File: config.mk
export PLATFORM = sky130hd
export DESIGN_NAME = dgrp_gate
export DESIGN_NICKNAME = d
export VERILOG_FILES = /design/src/rtl/dgrp_pkg.sv /design/src/rtl/dgrp_decode.sv /design/src/rtl/dgrp_rules.sv /design/src/rtl/dgrp_track.sv /design/src/rtl/dgrp_gate.sv
export SDC_FILE = /design/constraint.sdc
export NUM_CORES = 1
export LEC_CHECK = 0
export BUFFER_PORTS_ARGS = -buffer_cell sky130_fd_sc_hd__buf_4
export CAP_MARGIN = 10
export CELL_PAD_IN_SITES_DETAIL_PLACEMENT = 1
export CELL_PAD_IN_SITES_GLOBAL_PLACEMENT = 2
export CORE_MARGIN = 1
export CORE_UTILIZATION = 23
export DETAILED_ROUTE_END_ITERATION = 10
export MAX_ROUTING_LAYER = met4
export PLACE_DENSITY_LB_ADDON = 0.25
export RECOVER_POWER = 50
export SETUP_SLACK_MARGIN = 0.4
export SYNTH_ARGS = -nofsm -noshare
export SYNTH_HDL_FRONTEND = slang
export SYNTH_SLANG_ARGS = --single-unit
export TNS_END_PERCENT = 1
File: constraint.sdc
create_clock -name clk -period 2.7 [get_ports clk]
set_input_delay 0.135 -clock clk [delete_from_list [all_inputs] [get_ports clk]]
set_output_delay 0.135 -clock clk [all_outputs]
set_load 0.02 [all_outputs]
File: src/rtl/dgrp_pkg.sv
package dgrp_pkg;

   localparam int UNIT_W  = 3;
   localparam int FLAG_W  = UNIT_W + 2;
   localparam int NUM_CLS = 1 << UNIT_W;

   typedef enum logic [UNIT_W-1:0] {
      CLS_NONE = 3'd0,
      CLS_INT  = 3'd1,
      CLS_MEM  = 3'd2,
      CLS_FLT  = 3'd3,
      CLS_COND = 3'd4,
      CLS_VEC  = 3'd5,
      CLS_PERM = 3'd6,
      CLS_BR   = 3'd7
   } unit_cls_e;

   // Packed order follows the flag word: class in the top bits, then alone, then lead.
   typedef struct packed {
      unit_cls_e cls;
      logic      alone;
      logic      lead;
   } place_t;

   // First slot count at which a class may no longer enter the group.
   function automatic int first_blocked(input int cls, input int slots, input int crwin);
      int lim;
      case (cls)
         int'(CLS_NONE): lim = slots;       // never reached
         int'(CLS_COND): lim = crwin;
         int'(CLS_BR):   lim = slots;       // branch may take the last slot
         default:        lim = slots - 1;   // last slot is reserved for branches
      endcase
      return lim;
   endfunction

endpackage

File: src/rtl/dgrp_decode.sv
module dgrp_decode
   import dgrp_pkg::*;
(
   input  logic [FLAG_W-1:0]  flags,
   output place_t             desc,
   output logic [NUM_CLS-1:0] cls_oh
);

   assign desc = place_t'(flags);

   for (genvar c = 0; c < NUM_CLS; c++) begin : g_cls
      assign cls_oh[c] = (desc.cls == UNIT_W'(c));
   end

endmodule

File: src/rtl/dgrp_rules.sv
module dgrp_rules
   import dgrp_pkg::*;
#(
   parameter int GROUP_SLOTS = 5,
   parameter int CR_WINDOW   = 2,
   parameter int CNT_W       = $clog2(GROUP_SLOTS + 1)
) (
   input  logic [NUM_CLS-1:0] cls_oh,
   input  logic               lead,
   input  logic               alone,
   input  logic [CNT_W-1:0]   count,
   input  logic               ctr_set,
   input  logic               ctr_br,
   output logic               is_pseudo,
   output logic               blocked,
   output logic               want_noop,
   output logic               closes
);

   logic [NUM_CLS-1:0] cls_blk;
   logic               place_blk;

   for (genvar c = 0; c < NUM_CLS; c++) begin : g_lim
      localparam int              LIM   = first_blocked(c, GROUP_SLOTS, CR_WINDOW);
      localparam logic [CNT_W-1:0] LIM_V = CNT_W'(LIM);
      assign cls_blk[c] = cls_oh[c] & (count >= LIM_V);
   end

   assign is_pseudo = cls_oh[int'(CLS_NONE)];
   assign place_blk = (lead | alone) & (count != '0) & ~is_pseudo;
   assign blocked   = (|cls_blk) | place_blk;
   assign want_noop = ~blocked & ~is_pseudo & ctr_set & ctr_br;
   assign closes    = ~is_pseudo & (cls_oh[int'(CLS_BR)] | alone);

endmodule

File: src/rtl/dgrp_track.sv
module dgrp_track #(
   parameter int GROUP_SLOTS = 5,
   parameter int CNT_W       = $clog2(GROUP_SLOTS + 1)
) (
   input  logic             clk,
   input  logic             rst_n,
   input  logic             take,
   input  logic             ends,
   input  logic             ctr_wr,
   input  logic             advance,
   output logic [CNT_W-1:0] count,
   output logic             ctr_set
);

   localparam logic [CNT_W-1:0] LAST = CNT_W'(GROUP_SLOTS - 1);

   logic at_last;
   assign at_last = (count == LAST);

   always_ff @(posedge clk or negedge rst_n) begin
      if (!rst_n) begin
         count   <= '0;
         ctr_set <= 1'b0;
      end else if (advance) begin
         count   <= '0;
         ctr_set <= 1'b0;
      end else if (take) begin
         if (ends || at_last) begin
            count   <= '0;
            ctr_set <= 1'b0;
         end else begin
            count   <= count + CNT_W'(1);
            ctr_set <= ctr_set | ctr_wr;
         end
      end
   end

endmodule

File: src/rtl/dgrp_gate.sv
module dgrp_gate
   import dgrp_pkg::*;
#(
   parameter int GROUP_SLOTS = 5,
   parameter int CR_WINDOW   = 2,
   localparam int CNT_W      = $clog2(GROUP_SLOTS + 1)
) (
   input  logic              clk,
   input  logic              rst_n,
   input  logic              in_valid,
   input  logic [FLAG_W-1:0] in_flags,
   input  logic              in_ctr_wr,
   input  logic              in_ctr_br,
   input  logic              advance,
   output logic              accept,
   output logic              hazard,
   output logic              noop_req,
   output logic [CNT_W-1:0]  slot_count
);

   if (GROUP_SLOTS < 2) begin : g_bad_slots
      $error("dgrp_gate: GROUP_SLOTS must be at least 2");
   end
   if (CR_WINDOW < 1 || CR_WINDOW > GROUP_SLOTS - 1) begin : g_bad_window
      $error("dgrp_gate: CR_WINDOW must lie in 1..GROUP_SLOTS-1");
   end

   place_t             desc;
   logic [NUM_CLS-1:0] cls_oh;
   logic [CNT_W-1:0]   count;
   logic               ctr_set;
   logic               is_pseudo, blocked, want_noop, closes;

   dgrp_decode u_decode (
      .flags  (in_flags),
      .desc   (desc),
      .cls_oh (cls_oh)
   );

   dgrp_rules #(
      .GROUP_SLOTS (GROUP_SLOTS),
      .CR_WINDOW   (CR_WINDOW),
      .CNT_W       (CNT_W)
   ) u_rules (
      .cls_oh    (cls_oh),
      .lead      (desc.lead),
      .alone     (desc.alone),
      .count     (count),
      .ctr_set   (ctr_set),
      .ctr_br    (in_ctr_br),
      .is_pseudo (is_pseudo),
      .blocked   (blocked),
      .want_noop (want_noop),
      .closes    (closes)
   );

   assign hazard   = in_valid & blocked;
   assign noop_req = in_valid & want_noop;
   assign accept   = in_valid & ~blocked & ~want_noop;

   dgrp_track #(
      .GROUP_SLOTS (GROUP_SLOTS),
      .CNT_W       (CNT_W)
   ) u_track (
      .clk     (clk),
      .rst_n   (rst_n),
      .take    (accept & ~is_pseudo),
      .ends    (closes),
      .ctr_wr  (in_ctr_wr),
      .advance (advance),
      .count   (count),
      .ctr_set (ctr_set)
   );

   assign slot_count = count;

endmodule

==> impl_results.md <==
* Avg Vias per Cell at 5.00
* Initial antenna violation count at 0
* Filler cell count at 199
* Final setup violation count at 0
* Post-synthesis sequential area ratio at 25.5%
* Final period util at 82.7%
* Crit start category: flip-flop
* Antenna Nets Post-Route at 0
* Max Slew Vio Count at 0
* Setup Fix Bufs, Post-CTS at 0
* Register bit count reported by yosys at 4
* Area contributors post-synth: dfrtp_1 (25%), ha_1 (9.6%), a21oi_1 (7.6%), inv_1 (6.7%), or4_1 (5.7%)
* Fin crit period at 2.23 ns
* Initial Util at 25.2%
* Required time of the critical path at 2.85 ns
* Leading area contributor after synthesis: dfrtp_1
* Fin cells at 85
* Vias in the first global route at 453
* Distinct cell type count after synthesis at 24
* Clock Path Buffers at 2
* Synth Area per Inst at 8.02 um2
* Vias at 425
* Setup_tns at 0 ns
* Finished layout cell area at 554 um2
* Crit path max fanout at 10
* Leakage at 0.000263 uW
* H-tree level count at 1
* R2R Setup Slk at 0.47 ns
* Critical path type: flip-flop to flip-flop
* R2r worst-path depth at 7
* Storage cell area at 100 um2
* Async SR Flop Fraction at 100%
* Cells after synthesis at 49
* Global-route wire length before repair at 1910 um
* Worst EP arrival at 2.38 ns
* Clock Skew at 0.00551 ns
* Synth warn at 0
* Share of the synthesized area in the top cell type at 25.5%
* Footprint of the multi-input gates at 267 um2
* Final global-route overflow total at 0
* VDD IR-drop max at 154 uV
* DP HPWL at 831 um
* Clock slew at reported path FFs at 0.04 ns
* Most common flop cell mapped by yosys: dfrtp_1
* Num Clock Sinks at 4
* Die Wd at 43.3 um
* Status: complete, but fails checks
* Top post-synthesis cells by count: inv_1 (7), a21oi_1 (6), dfrtp_1 (4)
* Worst-Margin Slew at 0.393 ns
* Final hold vios at 0
* Root buffer cell: clkbuf_4
* N_diodes at 0
* TritonCTS clock tree: done
* Pin count of the biggest net entering global routing at 11
* Die Span Y at 43.3 um
* Number of remaining DRC errors at 4
* Crit Reg-Reg Startpoint: u_track.count[1]
* CP endpoint kind: flip-flop
* DRT Pass-1 Iters at 6
* Hold Path Sink: u_track.count[0]
* Area of the core at 0.00156 mm2
* Violated checks: design-rule violations
* Finished Core Util at 35.6%
* Area of placed instances at 533 um2
* Min-Delay Path Depth at 2
* Dpl cells at 81
* Num rows at 14
* Synthesized Nets at 63
* Slew margin rel. at 73.7%
* Final WL at 1080 um
* WL/cell at 12.7 um
* Boundary Pins at 17
* Port bufs at 16
* Inserted Clock Buffers at 3
* Cell area after synthesis at 393 um2
* Unrepaired setup endpoints after global routing: false
* F_max at 448 MHz
* Final-stage net count at 85
* Pwr dens at 350 mW/mm2
* Worst Hold Class: primary input to flip-flop
* Max_cap viols at 0
* RePlAce Congestion at 0.716
* Cell with the most instances after synthesis: inv_1
* Number of synthesized flops with an enable pin at 0
* Clk_lat worst skew at 0.23 ns
* Starting DRT DRC Count at 6
* Total GRT Usage at 13.7%
* Die ar. at 0.00188 mm2
* Syn-to-layout area delta at 41.1%
* Min-Delay Startpoint: advance
* R2r endpoint: u_track.count[1]
* Layout cells sized above 1 at 31.9%
sequential cells by signal, indices dropped and copies added, names as in the netlist:
register,flops
u_track.ctr_set,1
u_track.count,3
per-layer routing:
| metal | vias to the layer above | wire length, um | track usage, % |
|---|---|---|---|
| met5 | - | 0 | - |
| met4 | 0 | 0 | 3.75 |
| met3 | 0 | 31 | 1.25 |
| met2 | 8 | 484 | 21.2 |
| met1 | 196 | 560 | 19.2 |
| li1 | 221 | - | - |
metrics by stage:
stage / total power, uW / hold WS (ns) / worst slack (ns)
2_1_floorplan: 94.3 / -0.161 / 0.568
3_3_place_gp: 123 / -0.0663 / 0.488
3_5_place_dp: 123 / -0.0665 / 0.468
4_1_cts: 199 / 0.0863 / 0.448
5_1_grt: 209 / 0.0886 / 0.306
6_report: 194 / 0.0922 / 0.467
worst max path at each step:
stage | startpoint | endpoint | cells after the start
4_1_cts | u_track.count[1] | u_track.count[1] | 7
5_1_grt | u_track.count[1] | u_track.count[2] | 7
2_1_floorplan | u_track.count[1] | u_track.count[2] | 7
3_5_place_dp | u_track.count[1] | u_track.count[1] | 7
6_report | u_track.count[1] | u_track.count[1] | 7
3_3_place_gp | u_track.count[1] | u_track.count[2] | 7
final cells by class:
cell class | count | area share (%)
sequential | 4 | 18.1
inverter | 7 | 4.74
tap | 16 | 3.61
timing repair buffer | 17 | 21.4
clock buffer | 3 | 4.06
multi-input combinational | 38 | 48.1
worst max-delay path, stage by stage (launching register included):
cell     delay (ns)
dfrtp_1        0.48
inv_1          0.11
ha_1           0.20
o41a_1         0.32
o22ai_2        0.18
o21ai_2        0.16
or4_1          0.53
a21oi_1        0.16
placed cells by master, fill, tap and decap left out:
cell type / netlist / routed
o21ai_0: 3 / 3
o31ai_1: 1 / 1
o21ai_2: 1 / 1
nand2_1: 2 / 2
nand4bb_1: 1 / 1
clkbuf_4: 0 / 3
nand3_1: 1 / 1
o22ai_1: 2 / 2
and2b_2: 1 / 1
dfrtp_1: 4 / 4
nor2_1: 3 / 3
o22ai_2: 1 / 1
clkbuf_1: 0 / 3
dlygate4sd3_1: 0 / 1
o41a_1: 1 / 1
nor3_1: 2 / 2
ha_1: 3 / 3
or3b_2: 1 / 1
and2_1: 1 / 1
or4_1: 3 / 3
or2b_1: 1 / 1
buf_4: 0 / 13
a211oi_1: 1 / 1
o31a_2: 1 / 1
o211ai_1: 1 / 1
or3_2: 1 / 1
inv_1: 7 / 7
a21oi_1: 6 / 6
timing repair:
action | in CTS | in global routing
resized for setup | 0 | 1
hold endpoints to repair | 4 | 0
hold buffers | 1 | 0
setup endpoints to repair | 0 | 4
power breakdown:
group / switching [uW] / total [uW] / internal, uW
registers: 3.09 / 65.7 / 62.6
clock network: 23.2 / 72.9 / 49.7
logic: 30.4 / 55.5 / 25.0
total: 56.7 / 194 / 137
kinds of logic after synthesis:
kind of cell / Yosys count / synth area share [%]
compound gates: 18 / 31.2
fa+ha+maj: 3 / 9.56
buf+inv: 7 / 6.69
flops: 4 / 25.5
simple gates: 17 / 27.1
(Power assumes the default switching activity.)
